--- src/rtl/tok_tx_pkg.sv ---
package tok_tx_pkg;

  localparam int SYM_W    = 8;
  localparam int VOID_LEN = 4;
  localparam int VC_W     = $clog2(VOID_LEN);

  typedef enum logic [2:0] {
    ST_IDLE,
    ST_WAIT,
    ST_HOLD,
    ST_SEND,
    ST_ISSUE
  } tx_state_e;

  typedef enum logic [1:0] {
    PH_DATA,
    PH_END1,
    PH_END2,
    PH_DRAIN
  } send_ph_e;

endpackage

--- src/rtl/tok_tx_rst_sync.sv ---
module tok_tx_rst_sync #(
  parameter int STAGES = 2
) (
  input  logic clk,
  input  logic rst_n,
  output logic rst_n_sync
);

  logic [STAGES-1:0] chain_q;

  always_ff @(posedge clk or negedge rst_n) begin
    if (!rst_n) begin
      chain_q <= '0;
    end else begin
      chain_q <= {chain_q[STAGES-2:0], 1'b1};
    end
  end

  assign rst_n_sync = chain_q[STAGES-1];

endmodule

--- src/rtl/tok_tx_parity.sv ---
module tok_tx_parity #(
  parameter int W = 8
) (
  input  logic [W-1:0] data,
  input  logic         par,
  output logic         par_ok
);

  // odd parity: data plus parity bit carry an odd count of ones
  assign par_ok = ^{data, par};

endmodule

--- src/rtl/tok_tx_fsm.sv ---
module tok_tx_fsm
  import tok_tx_pkg::*;
#(
  parameter int           W       = SYM_W,
  parameter logic [W-1:0] C_START = 8'hC8,
  parameter logic [W-1:0] C_END   = 8'hD4,
  parameter logic [W-1:0] C_ABORT = 8'hA1,
  parameter logic [W-1:0] C_TOKEN = 8'hE7,
  parameter logic [W-1:0] VOID_FC = 8'h40
) (
  input  logic         clk,
  input  logic         rst_n,
  input  logic         req_token,
  input  logic         tok_arrive,
  input  logic         token_usable,
  input  logic         tx_valid,
  input  logic [W-1:0] tx_data,
  input  logic         tx_last,
  input  logic         par_ok,
  output logic         tx_ready,
  output logic         granted,
  output logic         emit_vld,
  output logic         emit_ctl,
  output logic [W-1:0] emit_byte,
  output logic         err_set
);

  tx_state_e       st_q, st_n;
  send_ph_e        ph_q, ph_n;
  logic [VC_W-1:0] vc_q, vc_n;
  logic            take;

  assign tx_ready = (st_q == ST_SEND) && ((ph_q == PH_DATA) || (ph_q == PH_DRAIN));
  assign granted  = (st_q == ST_HOLD) || (st_q == ST_SEND);
  assign take     = tx_ready && tx_valid;

  always_comb begin
    st_n      = st_q;
    ph_n      = ph_q;
    vc_n      = vc_q;
    emit_vld  = 1'b0;
    emit_ctl  = 1'b0;
    emit_byte = '0;
    err_set   = 1'b0;
    unique case (st_q)
      ST_IDLE: begin
        if (req_token) st_n = ST_WAIT;
      end
      ST_WAIT: begin
        if (!req_token)      st_n = ST_IDLE;
        else if (tok_arrive) st_n = ST_HOLD;
      end
      ST_HOLD: begin
        if (vc_q == '0) begin
          if (!token_usable || !req_token) begin
            st_n = ST_ISSUE;
          end else begin
            emit_vld  = 1'b1;
            emit_ctl  = 1'b1;
            emit_byte = C_START;
            if (tx_valid) begin
              st_n = ST_SEND;
              ph_n = PH_DATA;
            end else begin
              vc_n = vc_q + 1'b1;
            end
          end
        end else begin
          emit_vld = 1'b1;
          if (vc_q == VC_W'(1)) begin
            emit_ctl  = 1'b0;
            emit_byte = VOID_FC;
          end else begin
            emit_ctl  = 1'b1;
            emit_byte = C_END;
          end
          vc_n = (vc_q == VC_W'(VOID_LEN - 1)) ? '0 : vc_q + 1'b1;
        end
      end
      ST_SEND: begin
        unique case (ph_q)
          PH_DATA: begin
            if (take) begin
              emit_vld = 1'b1;
              if (!par_ok) begin
                emit_ctl  = 1'b1;
                emit_byte = C_ABORT;
                err_set   = 1'b1;
                if (tx_last) begin
                  st_n = ST_HOLD;
                  vc_n = '0;
                end else begin
                  ph_n = PH_DRAIN;
                end
              end else begin
                emit_ctl  = 1'b0;
                emit_byte = tx_data;
                if (tx_last) ph_n = PH_END1;
              end
            end
          end
          PH_END1: begin
            emit_vld  = 1'b1;
            emit_ctl  = 1'b1;
            emit_byte = C_END;
            ph_n      = PH_END2;
          end
          PH_END2: begin
            emit_vld  = 1'b1;
            emit_ctl  = 1'b1;
            emit_byte = C_END;
            st_n      = ST_HOLD;
            ph_n      = PH_DATA;
            vc_n      = '0;
          end
          PH_DRAIN: begin
            if (take && tx_last) begin
              st_n = ST_HOLD;
              ph_n = PH_DATA;
              vc_n = '0;
            end
          end
          default: ph_n = PH_DATA;
        endcase
      end
      ST_ISSUE: begin
        emit_vld  = 1'b1;
        emit_ctl  = 1'b1;
        emit_byte = C_TOKEN;
        st_n      = ST_IDLE;
      end
      default: st_n = ST_IDLE;
    endcase
  end

  always_ff @(posedge clk or negedge rst_n) begin
    if (!rst_n) begin
      st_q <= ST_IDLE;
      ph_q <= PH_DATA;
      vc_q <= '0;
    end else begin
      st_q <= st_n;
      ph_q <= ph_n;
      vc_q <= vc_n;
    end
  end

endmodule

--- src/rtl/tok_tx_outreg.sv ---
module tok_tx_outreg #(
  parameter int W = 8
) (
  input  logic         clk,
  input  logic         rst_n,
  input  logic         emit_vld,
  input  logic         emit_ctl,
  input  logic [W-1:0] emit_byte,
  input  logic         err_set,
  output logic         out_valid,
  output logic         out_ctl,
  output logic [W-1:0] out_byte,
  output logic         par_err
);

  always_ff @(posedge clk or negedge rst_n) begin
    if (!rst_n) begin
      out_valid <= 1'b0;
      out_ctl   <= 1'b0;
      out_byte  <= '0;
      par_err   <= 1'b0;
    end else begin
      out_valid <= emit_vld;
      if (emit_vld) begin
        out_ctl  <= emit_ctl;
        out_byte <= emit_byte;
      end
      if (err_set) begin
        par_err <= 1'b1;
      end
    end
  end

endmodule

--- src/rtl/tok_tx_seq.sv ---
module tok_tx_seq
  import tok_tx_pkg::*;
#(
  parameter int               W          = SYM_W,
  parameter int               RST_STAGES = 2,
  parameter logic [SYM_W-1:0] C_START    = 8'hC8,
  parameter logic [SYM_W-1:0] C_END      = 8'hD4,
  parameter logic [SYM_W-1:0] C_ABORT    = 8'hA1,
  parameter logic [SYM_W-1:0] C_TOKEN    = 8'hE7,
  parameter logic [SYM_W-1:0] VOID_FC    = 8'h40
) (
  input  logic         clk,
  input  logic         rst_n,
  input  logic         req_token,
  input  logic         tok_arrive,
  input  logic         token_usable,
  input  logic         tx_valid,
  input  logic [W-1:0] tx_data,
  input  logic         tx_par,
  input  logic         tx_last,
  output logic         tx_ready,
  output logic         granted,
  output logic         out_valid,
  output logic         out_ctl,
  output logic [W-1:0] out_byte,
  output logic         par_err
);

  logic         rst_n_i;
  logic         par_ok;
  logic         emit_vld;
  logic         emit_ctl;
  logic [W-1:0] emit_byte;
  logic         err_set;

  tok_tx_rst_sync #(.STAGES(RST_STAGES)) rst_i (
    .clk        (clk),
    .rst_n      (rst_n),
    .rst_n_sync (rst_n_i)
  );

  tok_tx_parity #(.W(W)) par_i (
    .data   (tx_data),
    .par    (tx_par),
    .par_ok (par_ok)
  );

  tok_tx_fsm #(
    .W(W), .C_START(C_START), .C_END(C_END), .C_ABORT(C_ABORT),
    .C_TOKEN(C_TOKEN), .VOID_FC(VOID_FC)
  ) fsm_i (
    .clk          (clk),
    .rst_n        (rst_n_i),
    .req_token    (req_token),
    .tok_arrive   (tok_arrive),
    .token_usable (token_usable),
    .tx_valid     (tx_valid),
    .tx_data      (tx_data),
    .tx_last      (tx_last),
    .par_ok       (par_ok),
    .tx_ready     (tx_ready),
    .granted      (granted),
    .emit_vld     (emit_vld),
    .emit_ctl     (emit_ctl),
    .emit_byte    (emit_byte),
    .err_set      (err_set)
  );

  tok_tx_outreg #(.W(W)) out_i (
    .clk       (clk),
    .rst_n     (rst_n_i),
    .emit_vld  (emit_vld),
    .emit_ctl  (emit_ctl),
    .emit_byte (emit_byte),
    .err_set   (err_set),
    .out_valid (out_valid),
    .out_ctl   (out_ctl),
    .out_byte  (out_byte),
    .par_err   (par_err)
  );

endmodule

--- config.mk ---
export PLATFORM = sky130hd
export DESIGN_NAME = tok_tx_seq
export DESIGN_NICKNAME = d
export VERILOG_FILES = /design/src/rtl/tok_tx_pkg.sv /design/src/rtl/tok_tx_rst_sync.sv /design/src/rtl/tok_tx_parity.sv /design/src/rtl/tok_tx_fsm.sv /design/src/rtl/tok_tx_outreg.sv /design/src/rtl/tok_tx_seq.sv
export SDC_FILE = /design/constraint.sdc
export NUM_CORES = 1
export LEC_CHECK = 0
export CAP_MARGIN = 0
export CORE_MARGIN = 8
export CORE_UTILIZATION = 25
export DETAILED_ROUTE_END_ITERATION = 7
export GPL_ROUTABILITY_DRIVEN = 0
export GPL_TIMING_DRIVEN = 0
export PLACE_DENSITY = 0.5
export SKIP_LAST_GASP = 1
export SLEW_MARGIN = 20
export SYNTH_ARGS = -nofsm -noshare
export SYNTH_HDL_FRONTEND = slang
export SYNTH_HIERARCHICAL = 1
export SYNTH_SLANG_ARGS = --single-unit
--- constraint.sdc ---
create_clock -name clk -period 1.73 [get_ports clk]
set_input_delay 0.346 -clock clk [delete_from_list [all_inputs] [get_ports clk]]
set_output_delay 0.346 -clock clk [all_outputs]
set_load 0.01 [all_outputs]
==> impl_metrics.env <==
export IMPL_status="complete, but fails checks"
export IMPL_violations="setup timing"
export IMPL_drt_wl_total_microns=3680
export IMPL_grt_max_degree=19
export IMPL_worst_setup_path_end_kind="flip-flop"
export IMPL_remaining_drc_errors=0
export IMPL_slowest_stage="xnor3_1"
export IMPL_cts_root_buf="clkbuf_8"
export IMPL_finalCriticalPeriod_ps=1990
export IMPL_setup_viol=13
export IMPL_yosysSeqAreaShare_pct=35.8
export IMPL_startpoint_type="input pin"
export IMPL_final_setup_skew_ps=2.93
export IMPL_crit_fanout=5
export IMPL_crit_family="XOR/XNOR gates"
export IMPL_pin_count=29
export IMPL_holdWs_ps=243
export IMPL_clk_latency_ps=260
export IMPL_synthesis_nets=157
export IMPL_num_rows=27
export IMPL_irDropWorstVdd_mv=0.619
export IMPL_num_antenna_cells=0
export IMPL_place_area_sq_um=1810
export IMPL_antenna_found_initial=0
export IMPL_clk_path_buf_depth=2
export IMPL_synthDistinctLibCells=46
export IMPL_crit_required_ps=1880
export IMPL_final_area_sq_um=2220
export IMPL_drive_above_1_share_pct=44.0
export IMPL_grt_pass1_wl_microns=6180
export IMPL_synth_edf_count=0
export IMPL_cts_sinks=20
export IMPL_synth_avg_cell_area_sq_um=10.5
export IMPL_start_util_pct=25.7
export IMPL_hold_viol=0
export IMPL_grt_pass1_vias=1235
export IMPL_die_area_sq_um=8230
export IMPL_finalPower_w=0.00409
export IMPL_hpwl_microns=2650
export IMPL_overflow=0
export IMPL_port_buffers=28
export IMPL_synth_seq_cells=20
export IMPL_coreArea_sq_um=5440
export IMPL_worst_slew_pin_slew_ps=772
export IMPL_wl_per_cell_microns=13.9
export IMPL_slowest_delay_ps=420
export IMPL_tns_ps=-1610
export IMPL_die_h_microns=90.7
export IMPL_syn_inst=133
export IMPL_grt_util_all_layers_pct=9.05
export IMPL_final_period_utilization_pct=115
export IMPL_cts_buffers=3
export IMPL_synth_async_sr_flop_share_pct=100
export IMPL_vias_per_cell=4.42
export IMPL_vias=1172
export IMPL_synth_top_flop_cell="dfrtp_1"
export IMPL_worst_slack_ps=-264
export IMPL_drtIter0Drc=63
export IMPL_drv_cap=0
export IMPL_hold_class="in2async"
export IMPL_nNetsFinal=218
export IMPL_detail_route_antenna_nets=0
export IMPL_path_cells="buf_8, xnor2_2, xnor3_1, xnor2_1, buf_4, buf_6, xor2_2, nor3_2, o2111ai_2, mux2_4"
export IMPL_worst_setup_path_type="in2reg"
export IMPL_cts_hold_buf=0
export IMPL_maxSlewViolCount=0
export IMPL_cts_htree_levels=1
export IMPL_power_density_nw_per_um2=1840
export IMPL_ys_warn_count=6
export IMPL_fmax_mhz=501
export IMPL_dr_pass1_iters=4
export IMPL_cts_clk_slew_worst_paths_ps=80
export IMPL_syn_cell_area_sq_um=1400
export IMPL_syn2layout_area_growth_pct=59.1
export IMPL_cts_tree="built"
export IMPL_worstPathArrival_ps=2150
export IMPL_die_width_microns=90.7
export IMPL_slew_headroom_pct=48.5
export IMPL_p_leak_nw=1.02
export IMPL_dp_slack_ps=-1010
export IMPL_critPathBufInv=3
export IMPL_rsz0062_at_grt="true"
## state kept, by name, indices dropped and copies added, names as in the netlist
| signal | count |
|---|---|
| fsm_i/ph_q | 2 |
| out_i/out_valid | 1 |
| out_i/out_byte | 8 |
| out_i/par_err | 1 |
| out_i/out_ctl | 1 |
| fsm_i/vc_q | 2 |
| rst_i/chain_q | 2 |
| fsm_i/st_q | 3 |
## repair_timing
action | in CTS | in global routing
buffers inserted | 15 | 13
pin swaps | 9 | 10
cloned | 1 | 0
setup endpoints to repair | 17 | 14
gates resized for setup | 50 | 20
## worst register-to-register path, cell delays in order (launching register included)
cell      delay, ps
dfrtp_1         390
inv_2            80
ha_4            220
nand2b_2        230
nor4_4          320
a21oi_1         110
o21ai_0         200
mux2_4          180
## cells in the final DEF, fill, tap and decap left out, types with 3 or more instances in the layout
cell,netlist,routed
buf_4,2,26
dfrtp_1,20,20
clkdlybuf4s50_1,0,16
mux2_4,9,10
nand2_1,10,7
buf_6,2,6
a21oi_1,6,6
ha_1,8,5
o22ai_1,4,4
o21ai_0,8,4
clkbuf_8,0,3
inv_2,0,3
inv_1,6,3
buf_8,0,3
nor2b_1,5,3
nand2b_1,5,3
o21ai_1,1,3
a21o_1,3,3
nor2_1,3,3
mux2i_1,3,3
dlygate4sd2_1,0,3
clkdlybuf4s15_2,0,3
xnor2_2,1,3
## worst paths after layout
path                                                  from                       endpoint  slack, ps  cells past startpoint
worst max-delay path                            tx_data[3]      fsm_i/ph_q[1]$_DFFE_PN0P_       -260                     10
worst max register to register   fsm_i/ph_q[1]$_DFFE_PN0P_  out_i/out_byte[6]$_DFFE_PN0P_        -50                      7
min in group clk                rst_i/chain_q[0]$_DFF_PN0_     rst_i/chain_q[1]$_DFF_PN0_        360                      0
worst min-delay path                                 rst_n     rst_i/chain_q[0]$_DFF_PN0_        240                      1
worst min register to register  rst_i/chain_q[1]$_DFF_PN0_      fsm_i/st_q[1]$_DFFE_PN0P_        320                      0
max in group asynchronous       rst_i/chain_q[1]$_DFF_PN0_      fsm_i/st_q[2]$_DFFE_PN0P_        930                      0
## logic make-up (layout without fill, tap and decap cells)
group	count (synthesis)	count (layout)	share of synthesized area [%]
AO/OA/AOI/OAI	32	32	15.1
XOR/XNOR	8	8	6.54
adder cells (fa/ha/maj)	8	8	7.17
buffers and inverters	12	72	4.93
flip-flops	20	20	35.8
multiplexers	13	13	12.6
other	1	1	0.269
AND/OR/NAND/NOR	39	39	17.6
## cells in the mapped netlist (all sizes together) (2+ instances only)
cell type	number	area share, %
a21o	3	1.6
a21oi	6	2.2
buf	4	2.7
clkbuf	2	0.63
dfrtp	20	36
ha	8	7.2
inv	6	1.6
mux2	10	10
mux2i	3	2.2
nand2	10	2.7
nand2b	6	2.9
nand3	2	0.72
nand3b	2	2.0
nor2	3	0.81
nor2b	5	2.2
nor3	3	1.1
nor4	2	2.0
o2111ai	2	1.7
o21ai	9	3.2
o22ai	4	1.8
or3	2	0.90
xnor2	5	3.7
xor2	2	1.3
## stage by stage
stage          cells  utilization [%]
2_1_floorplan    133                -
3_3_place_gp     233             33.3
3_5_place_dp     233             33.3
4_1_cts          253             37.9
5_1_grt          265             40.8
6_report         265             40.8
## power by group
part,switching [W],total [W],leakage [nW],internal (W)
combinational,0.00127,0.00287,0.727,0.00160
sequential,0.0000944,0.000741,0.256,0.000647
clock,0.000170,0.000479,0.0357,0.000309
## metal layers
metal  GRT usage [%]  vias to the layer above  share of wire (%)
met5               0                        -                  0
met4            2.77                        0               0.49
met3            2.08                        2                5.0
met2            15.5                       22                 52
met1            10.9                      552                 43
li1                -                      596                  -
## cell type report
cell class,count,area [sq um]
Fill cell,523,3220
Inverter,6,22.5
Clock buffer,3,41.3
Timing Repair Buffer,56,504
Clock inverter,1,30.0
Tap cell,72,90.1
Buffer,6,60.1
Multi-Input combinational cell,101,972
Sequential cell,20,500
Note: power is estimated with default switching activity, not from simulation.
